File: src/rtl/spi_burst_pkg.sv
package spi_burst_pkg;
  localparam int unsigned BYTE_W  = 8;
  localparam int unsigned DIR_BIT = 7;   // command byte: 1 = write
  localparam int unsigned CNT_W   = 7;   // command byte: bytes minus one
  localparam int unsigned SPI_AW  = 16;  // wire address width

  typedef enum logic [1:0] {
    PH_CMD,
    PH_ALO,
    PH_AHI,
    PH_DATA
  } phase_e;
endpackage

File: src/rtl/spi_sclk_edges.sv
module spi_sclk_edges (
  input  logic clk_i,
  input  logic rst_ni,
  input  logic cs_ni,
  input  logic sclk_i,
  output logic rise_o,
  output logic fall_o
);
  logic sclk_q;

  always_ff @(posedge clk_i or negedge rst_ni) begin
    if (!rst_ni) sclk_q <= 1'b0;
    else         sclk_q <= sclk_i;
  end

  assign rise_o = !cs_ni &&  sclk_i && !sclk_q;
  assign fall_o = !cs_ni && !sclk_i &&  sclk_q;
endmodule

File: src/rtl/spi_byte_shifter.sv
module spi_byte_shifter #(
  parameter int unsigned W = 8
) (
  input  logic         clk_i,
  input  logic         rst_ni,
  input  logic         cs_ni,
  input  logic         rise_i,
  input  logic         fall_i,
  input  logic         mosi_i,
  input  logic [W-1:0] load_data_i,
  output logic         byte_done_o,
  output logic [W-1:0] byte_o,
  output logic         load_o,
  output logic         miso_o
);
  localparam int unsigned CW = $clog2(W);

  logic [CW-1:0] bit_cnt_q;
  logic [W-1:0]  rx_q;
  logic [W-1:0]  tx_q;

  assign byte_done_o = rise_i && (bit_cnt_q == CW'(W - 1));
  assign byte_o      = {rx_q[W-2:0], mosi_i};
  assign load_o      = fall_i && (bit_cnt_q == '0);
  assign miso_o      = tx_q[W-1];

  always_ff @(posedge clk_i or negedge rst_ni) begin
    if (!rst_ni) begin
      bit_cnt_q <= '0;
      rx_q      <= '0;
      tx_q      <= '0;
    end else if (cs_ni) begin
      bit_cnt_q <= '0;
      tx_q      <= '0;
    end else begin
      if (rise_i) begin
        rx_q      <= {rx_q[W-2:0], mosi_i};
        bit_cnt_q <= (bit_cnt_q == CW'(W - 1)) ? '0 : bit_cnt_q + 1'b1;
      end
      if (load_o)      tx_q <= load_data_i;
      else if (fall_i) tx_q <= {tx_q[W-2:0], 1'b0};
    end
  end
endmodule

File: src/rtl/spi_burst_ctrl.sv
module spi_burst_ctrl
  import spi_burst_pkg::*;
#(
  parameter int unsigned REG_AW = 8
) (
  input  logic              clk_i,
  input  logic              rst_ni,
  input  logic              cs_ni,
  input  logic              byte_done_i,
  input  logic [BYTE_W-1:0] byte_i,
  input  logic              load_i,
  input  logic [BYTE_W-1:0] reg_rdata_i,
  output logic [REG_AW-1:0] reg_addr_o,
  output logic              reg_we_o,
  output logic [BYTE_W-1:0] reg_wdata_o,
  output logic              reg_re_o,
  output logic [BYTE_W-1:0] load_data_o
);
  phase_e              phase_q;
  logic                wr_q;
  logic                live_q;
  logic [CNT_W-1:0]    left_q;
  logic [SPI_AW-1:0]   addr_q;
  logic                we_q;
  logic [BYTE_W-1:0]   wdata_q;
  logic [REG_AW-1:0]   waddr_q;
  logic                in_range;
  logic                rd_phase;
  logic [BYTE_W-1:0]   rd_val;

  assign in_range = (addr_q >> REG_AW) == '0;
  assign rd_phase = (phase_q == PH_DATA) && !wr_q;

  always_comb begin
    if (!live_q)       rd_val = '0;
    else if (in_range) rd_val = reg_rdata_i;
    else               rd_val = '1;
  end

  assign load_data_o = rd_phase ? rd_val : '0;
  assign reg_re_o    = load_i && rd_phase && live_q && in_range;
  assign reg_we_o    = we_q;
  assign reg_wdata_o = wdata_q;
  assign reg_addr_o  = we_q ? waddr_q : addr_q[REG_AW-1:0];

  always_ff @(posedge clk_i or negedge rst_ni) begin
    if (!rst_ni) begin
      phase_q <= PH_CMD;
      wr_q    <= 1'b0;
      live_q  <= 1'b0;
      left_q  <= '0;
      addr_q  <= '0;
      we_q    <= 1'b0;
      wdata_q <= '0;
      waddr_q <= '0;
    end else if (cs_ni) begin
      phase_q <= PH_CMD;
      live_q  <= 1'b0;
      we_q    <= 1'b0;
    end else begin
      we_q <= 1'b0;
      if (byte_done_i) begin
        unique case (phase_q)
          PH_CMD: begin
            wr_q    <= byte_i[DIR_BIT];
            left_q  <= byte_i[CNT_W-1:0];
            live_q  <= 1'b1;
            phase_q <= PH_ALO;
          end
          PH_ALO: begin
            addr_q[7:0] <= byte_i;
            phase_q     <= PH_AHI;
          end
          PH_AHI: begin
            addr_q[SPI_AW-1:8] <= byte_i;
            phase_q            <= PH_DATA;
          end
          default: begin
            if (live_q) begin
              we_q    <= wr_q && in_range;
              wdata_q <= byte_i;
              waddr_q <= addr_q[REG_AW-1:0];
              addr_q  <= addr_q + SPI_AW'(1);
              if (left_q == '0) live_q <= 1'b0;
              else              left_q <= left_q - 1'b1;
            end
          end
        endcase
      end
    end
  end
endmodule

File: src/rtl/spi_burst_regif.sv
module spi_burst_regif
  import spi_burst_pkg::*;
#(
  parameter int unsigned REG_AW = 8
) (
  input  logic              clk_i,
  input  logic              rst_ni,
  input  logic              cs_ni,
  input  logic              sclk_i,
  input  logic              mosi_i,
  output logic              miso_o,
  output logic [REG_AW-1:0] reg_addr_o,
  output logic              reg_we_o,
  output logic [7:0]        reg_wdata_o,
  output logic              reg_re_o,
  input  logic [7:0]        reg_rdata_i
);
  logic              rise, fall;
  logic              byte_done, load;
  logic [BYTE_W-1:0] rx_byte, tx_byte;

  spi_sclk_edges u_edges (
    .clk_i  (clk_i),
    .rst_ni (rst_ni),
    .cs_ni  (cs_ni),
    .sclk_i (sclk_i),
    .rise_o (rise),
    .fall_o (fall)
  );

  spi_byte_shifter #(.W(BYTE_W)) u_shift (
    .clk_i       (clk_i),
    .rst_ni      (rst_ni),
    .cs_ni       (cs_ni),
    .rise_i      (rise),
    .fall_i      (fall),
    .mosi_i      (mosi_i),
    .load_data_i (tx_byte),
    .byte_done_o (byte_done),
    .byte_o      (rx_byte),
    .load_o      (load),
    .miso_o      (miso_o)
  );

  spi_burst_ctrl #(.REG_AW(REG_AW)) u_ctrl (
    .clk_i       (clk_i),
    .rst_ni      (rst_ni),
    .cs_ni       (cs_ni),
    .byte_done_i (byte_done),
    .byte_i      (rx_byte),
    .load_i      (load),
    .reg_rdata_i (reg_rdata_i),
    .reg_addr_o  (reg_addr_o),
    .reg_we_o    (reg_we_o),
    .reg_wdata_o (reg_wdata_o),
    .reg_re_o    (reg_re_o),
    .load_data_o (tx_byte)
  );
endmodule

File: config.mk
export PLATFORM = sky130hd
export DESIGN_NAME = spi_burst_regif
export DESIGN_NICKNAME = d
export VERILOG_FILES = /design/src/rtl/spi_burst_pkg.sv /design/src/rtl/spi_sclk_edges.sv /design/src/rtl/spi_byte_shifter.sv /design/src/rtl/spi_burst_ctrl.sv /design/src/rtl/spi_burst_regif.sv
export SDC_FILE = /design/constraint.sdc
export NUM_CORES = 1
export LEC_CHECK = 0
export BUFFER_PORTS_ARGS = -buffer_cell sky130_fd_sc_hd__buf_2
export CAP_MARGIN = 15
export CORE_MARGIN = 2
export CORE_UTILIZATION = 42
export DETAILED_ROUTE_END_ITERATION = 8
export PLACE_DENSITY = 0.67
export SLEW_MARGIN = 20
export SYNTH_ARGS = -nofsm -noshare
export SYNTH_HDL_FRONTEND = slang
export SYNTH_SLANG_ARGS = --single-unit
File: constraint.sdc
create_clock -name clk_i -period 4.49 [get_ports clk_i]
set_clock_uncertainty 0.15 [all_clocks]
set_input_delay 0.449 -clock clk_i [delete_from_list [all_inputs] [get_ports clk_i]]
set_output_delay 0.449 -clock clk_i [all_outputs]
set_load 0.01 [all_outputs]
==> flow_summary.json, run 1 <==
{
  "status": "complete, but fails checks",
  "violations": "negative hold slack",
  "port_buffers": 31,
  "chipHeight_um": 94.1,
  "nets": 384,
  "syn_nets": 357,
  "synthCells": 334,
  "setup_viol": 0,
  "maxCapViolations": 0,
  "irDropWorstVdd_v": 0.000158,
  "yosys.area.top_type_share_pct": 46.3,
  "yosysWarningCount": 0,
  "finalHoldViolCount": 2,
  "cp-start-kind": "flip-flop",
  "pwr_density_cell_mw_per_mm2": 330,
  "post-route-min-period_ps": 2700,
  "worst_slew_pin_slew_ps": 942,
  "synth.distinct_cells": 50,
  "grt_max_degree": 35,
  "worstSetupPathType": "flip-flop to output port",
  "post_drt_via_cell_ratio": 5.75,
  "root_buffer": "clkbuf_8",
  "synth_common_cells": "dfrtp_1 (63), mux2_2 (30), o21ai_0 (25), nor2_1 (24), nand2_1 (22)",
  "cts_tree": "done",
  "dr.pass1.iters": 5,
  "synth_flop_cell": "dfrtp_1",
  "yosys.area_share.simple_pct": 17.8,
  "fin_crit_sh_pct": 60.2,
  "synth_mux_area_share_pct": 12.6,
  "coreArea_mm2": 0.00781,
  "drcViolationCount": 0,
  "synth_fa_ha_area_share_pct": 3.67,
  "wl_um": 7520,
  "cts_resized": 0,
  "antenna_left": 0,
  "yosys-top-cells-area": "dfrtp_1 (46%), mux2_2 (9.9%), ha_1 (3.7%), o21ai_0 (3.7%), mux2i_1 (2.6%)",
  "yosys.area_share.xor_xnor_pct": 0,
  "worstSetupEndpointType": "output port",
  "dp_hpwl_um": 5220,
  "clock_sinks": 63,
  "async_flop_share_pct": 100,
  "fin_util_pct": 49.0,
  "start_util_pct": 43.6,
  "drive_gt1_share_pct": 23.0,
  "synth_edf_count": 0,
  "die_w_um": 94.1,
  "grt_setup_unrepaired": "false",
  "critical_path_required_ps": 3890,
  "worstPathMaxFanout": 9,
  "area_growth_pct": 12.3,
  "synth_most_common_cell": "dfrtp_1",
  "finalSetupTns_ps": 0,
  "hold_ws_ps": -15.1,
  "boundaryPins": 32,
  "cts_htree_levels": 3,
  "die_area_mm2": 0.00885,
  "synth_seq_area_share_pct": 46.3,
  "final_max_slew_viol_count": 0,
  "grt_pass1_vias": 2575,
  "antennaDiodeCount": 0,
  "synth.avg_cell_area_um2": 10.2,
  "hold_buffers": 0,
  "critPathArrivalTime_ps": 2100,
  "synth_top_family_by_area": "simple AND/OR/NAND/NOR gates",
  "synth-seq-cells": 63,
  "synth-compound-area-share_pct": 15.6,
  "syn-cell-area_mm2": 0.00341,
  "clockBufferDepth": 2,
  "fill_cells": 762,
  "clock_latency_ps": 340,
  "drt_iter0_markers": 103,
  "rows": 32,
  "cts_buffers": 9,
  "grt_usage_pct": 18.5,
  "synth_top_cell_by_area": "dfrtp_1",
  "antenna_found_initial": 0,
  "routed-via-count": 2690,
  "slew_headroom_pct": 37.1,
  "wl_per_cell_um": 16.1,
  "max_freq_mhz": 370,
  "grt_pass1_wl_um": 12600,
  "postCtsSetupBuffers": 0,
  "p_leak_uw": 0.00173,
  "holdCritPathClass": "input port to async pin",
  "gp_routability_congestion": 0.836,
  "path_clk_slew_ps": 70,
  "globalRoute.totalOverflow": 0
}
-- path summary, 6_finish.rpt --
kind	slack, ps	cells past startpoint	endpoint	startpoint
min in group clk_i	150	1	u_edges.sclk_q$_DFF_PN0_	sclk_i
min	-20	1	u_ctrl.waddr_q[6]$_DFFE_PN0P_	rst_ni
max reg2reg	1840	6	u_ctrl.addr_q[7]$_DFFE_PN0P_	u_ctrl.phase_q[1]$_DFFE_PN0P_
min reg2reg	330	2	u_shift.tx_q[0]$_DFFE_PN0P_	u_shift.tx_q[0]$_DFFE_PN0P_
max in group asynchronous	3300	2	u_ctrl.left_q[2]$_DFFE_PN0P_	rst_ni
max	1790	4	reg_re_o	u_edges.sclk_q$_DFF_PN0_
-- cells by family (layout without fill, tap and decap cells) --
| logic type | count (synthesis) | after routing |
|---|---|---|
| simple gates | 108 | 108 |
| fa+ha+maj | 10 | 10 |
| buf+inv | 32 | 64 |
| mux | 39 | 39 |
| flops | 63 | 63 |
| compound gates | 82 | 82 |
-- area by class of cell --
class                      instances  area (um2)  area share, %
multi-input combinational        239        1690           44.2
sequential                        63        1580           41.2
timing repair buffer              33         170           4.45
clock buffer                      12         135           3.53
tap                              102         128           3.34
clock inverter                     4        70.1           1.83
inverter                          15        56.3           1.47
-- where the power goes --
| part | switching [uW] | internal, uW | leakage, uW |
|---|---|---|---|
| Combinational | 32.5 | 37.6 | 0.000789 |
| Clock | 223 | 312 | 0.000104 |
| Sequential | 63.5 | 595 | 0.000835 |
| Total | 319 | 944 | 0.00173 |
-- critical path: stages (launching register included) --
cell and delay, ps:
dfrtp_1 400, or3b_2 480, nor4_2 550, nor2b_1 190
buf_2 130
-- metrics by stage --
step / total power, uW / setup slack, ps / cell area, um2 / hold slack [ps] / cells
after floorplan: 681 / 2140 / 3410 / 3.41 / 334
after global placement: 737 / 1940 / 3620 / 302 / 452
after detailed placement: 739 / 1880 / 3620 / 316 / 452
after CTS: 1270 / 1780 / 3830 / 9.99 / 468
after global routing: 1320 / 1530 / 3830 / 41.6 / 468
final: 1260 / 1790 / 3830 / -15.1 / 468
-- sequential cells by signal (all words and copies together) (netlist names) --
register and cells:
u_edges.sclk_q 1, u_shift.tx_q 8, u_ctrl.addr_q 16, u_ctrl.waddr_q 8
u_ctrl.phase_q 2, u_shift.rx_q 7, u_shift.bit_cnt_q 3, u_ctrl.reg_wdata_o 8
u_ctrl.reg_we_o 1, u_ctrl.left_q 7, u_ctrl.live_q 1, u_ctrl.wr_q 1
-- routing by layer --
metal,track usage [%],share of wire [%]
met1,25.1,46
met5,0,0
met4,8.21,2.0
met3,3.85,4.5
met2,28.5,47
-- placed cells by master (no fill, tap or decap), drive strengths merged, types with 4 or more instances in the layout --
cell,instances
nor3b,5
o2bb2ai,6
nand4,6
o21ai,25
mux2,30
a22oi,12
nor3,8
a21oi,15
inv,14
ha,10
nor2,25
nand2b,4
mux2i,9
nand3b,4
clkbuf,12
buf,33
dfrtp,63
nor4,9
nand3,8
o22ai,4
nand2,22
No activity file was read; power rests on OpenSTA's default activity.
==> run 2: changes to the inputs <==
- PLACE_DENSITY: 0.67 -> 0.69
- clock period: 4.49 -> 2.3 ns (I/O delays scaled with it)
==> run 2 against run 1 <==
Net effect:
- the run now ends clean
- core utilization grew 3.2 points
- total power grew 100%
- first-iteration DRC count grew 81%
- die area is the same
- hold slack gained 31 ps
- cell count grew 4.9%
- register-to-register slack lost 1700 ps
- worst setup slack lost 1600 ps
- clock-buffer cell count shrank 3
- sequential power grew 96%
- largest cell class unchanged
- largest power group unchanged
==> flow_summary.json, run 2 (synthesis results as in run 1) <==
{
  "antenna_left": 0,
  "final_common_cell": "dfrtp_1",
  "pwr_density_cell_mw_per_mm2": 624,
  "regMostFlops": "u_ctrl.addr_q",
  "status": "finished, final reports clean",
  "finalSetupTns_ps": 0,
  "worstSetupEndpointType": "flip-flop",
  "dr.pass1.iters": 4,
  "worstSetupPathType": "flip-flop to flip-flop",
  "slowest_delay_ps": 570,
  "fill_cells": 706,
  "worst_slew_pin_slew_ps": 583,
  "cp_cell_sequence": "ha_1 -> ha_1 -> nand4bb_4 -> or4_1 -> buf_4 -> nor2_1 -> a2bb2oi_1",
  "critical_path_required_ps": 2420,
  "pwr-share-seq_pct": 50.9,
  "grt_use_met3_pct": 5.78,
  "p_leak_uw": 0.00185,
  "p_clk_share_pct": 42.9,
  "clock_latency_ps": 340,
  "numPlacedInstances": 464,
  "post-route-min-period_ps": 2140,
  "post_drt_via_cell_ratio": 5.81,
  "clockBufferDepth": 2,
  "setup_slack_ps": 161,
  "cts_buffers": 9,
  "setup_viol": 0,
  "grt_usage_pct": 19.4,
  "die_w_um": 94.1,
  "port_buffers": 31,
  "critPathArrivalTime_ps": 2260,
  "drt_iter0_markers": 186,
  "area_growth_pct": 19.7,
  "worstPathMaxFanout": 5,
  "fin_crit_sh_pct": 93.0,
  "grt_setup_unrepaired": "false",
  "irDropWorstVdd_v": 0.000363,
  "fin_area_mm2": 0.00408,
  "cts_tree": "done",
  "holdCritPathClass": "input port to flip-flop",
  "clock_sinks": 63,
  "drive_gt1_share_pct": 26.0,
  "grt_max_degree": 40,
  "drcViolationCount": 0,
  "cp_slowest_cell": "or4_1",
  "met1_usage_pct": 24.3,
  "grt_pass1_wl_um": 13400,
  "boundaryPins": 32,
  "dp_hpwl_um": 5550,
  "pwr-share-comb_pct": 6.2,
  "antennaDiodeCount": 0,
  "nets": 407,
  "cp-start-kind": "flip-flop",
  "wl_um": 7890,
  "gp_routability_congestion": 0.872,
  "p_switching_uw": 672,
  "rows": 32,
  "worst_path_most_repeated_cell": "ha_1",
  "maxCapViolations": 0,
  "final_cell_mix": "dfrtp_1 (63), buf_2 (31), mux2_2 (30), o21ai_0 (25), nor2_1 (24)",
  "final_max_slew_viol_count": 0,
  "swShare_pct": 26.4,
  "busiest_layer": "met2",
  "multiInputGateArea_mm2": 0.00171,
  "seq_area_mm2": 0.00158,
  "finalNonFillerCells": 491,
  "root_buffer": "clkbuf_8",
  "grt_pass1_vias": 2778,
  "grt_util_met2_pct": 32.0,
  "pre_cts_slack_ps": 151,
  "finalHoldViolCount": 0,
  "coreArea_mm2": 0.00781,
  "chipHeight_um": 94.1,
  "largest_reg_flops": 16,
  "p_int_uw": 1870,
  "die_area_mm2": 0.00885,
  "placed_area_mm2": 0.00372,
  "globalRoute.totalOverflow": 0,
  "path_clk_slew_ps": 70,
  "antenna_found_initial": 0,
  "cts_htree_levels": 3,
  "max_freq_mhz": 467,
  "wl_per_cell_um": 16.1,
  "start_util_pct": 43.6,
  "hold_ws_ps": 16.3,
  "slew_headroom_pct": 61.1,
  "routed-via-count": 2854
}
-- run 2: cell types whose count changed in the layout (fill, tap and decap cells not counted) --
| cell | delta |
|---|---|
| buf_4 | +12 |
| dlygate4sd3_1 | +10 |
| clkbuf_1 | -3 |
| clkinv_4 | +3 |
| clkinv_2 | -2 |
| inv_6 | +2 |
| buf_12 | +1 |
| nor2b_1 | -1 |
| nor2b_4 | +1 |
| nor4_2 | -1 |
| nor4_4 | +1 |
-- run 2: final cells by class --
| type | instances | area share, % |
|---|---|---|
| Inverter | 15 | 1.38 |
| Clock buffer | 9 | 3.04 |
| Clock inverter | 7 | 2.55 |
| Sequential cell | 63 | 38.7 |
| Tap cell | 102 | 3.13 |
| Multi-Input combinational cell | 239 | 41.9 |
| Timing Repair Buffer | 56 | 9.33 |
-- run 2: critical path, delay by kind of cell (launching register included) --
family | cells | cell delay (ps)
buf+inv | 1 | 190
flops | 1 | 390
simple gates | 3 | 790
fa+ha+maj | 2 | 390
compound gates | 1 | 150
-- run 2: worst paths after layout --
path                                                  start  cells after the start                          endpoint  slack, ps
hold / removal                                        cs_ni                      2  u_shift.bit_cnt_q[2]$_DFFE_PN0P_         20
min in group asynchronous                            rst_ni                      2      u_ctrl.addr_q[6]$_DFFE_PN0P_        270
setup / recovery           u_shift.bit_cnt_q[0]$_DFFE_PN0P_                      7      u_ctrl.addr_q[3]$_DFFE_PN0P_        160
hold reg to reg                 u_shift.tx_q[0]$_DFFE_PN0P_                      2       u_shift.tx_q[0]$_DFFE_PN0P_        330
max in group asynchronous                            rst_ni                      3  u_shift.bit_cnt_q[0]$_DFFE_PN0P_       1130
setup reg to reg           u_shift.bit_cnt_q[0]$_DFFE_PN0P_                      7      u_ctrl.addr_q[3]$_DFFE_PN0P_        160
-- run 2: stage by stage --
stage	util [%]	total power (uW)
floorplan	-	1330
global placement	47.7	1440
detailed placement	47.7	1450
CTS	51.9	2570
global route	52.2	2650
finish	52.2	2540
-- run 2: timing repair --
item	in CTS	in global routing
hold endpoints to repair	33	0
setup endpoints to repair	0	1
gates resized for setup	0	3
hold buffers	10	0
setup buffers	0	1
-- run 2: power by group through the flow --
stage	combinational (uW)	clock (uW)	sequential, uW
CTS	158	1130	1290
floorplan	93.4	0	1240
detailed placement	146	0	1310
global route	177	1180	1290
global placement	140	0	1300
finish	159	1090	1290
-- run 2: layer usage --
layer | share of wire, % | routed length (um) | up-vias
li1 | - | - | 1338
met1 | 43 | 3430 | 1412
met2 | 49 | 3880 | 90
met3 | 5.8 | 457 | 14
met4 | 1.5 | 119 | 0
met5 | 0 | 0 | -
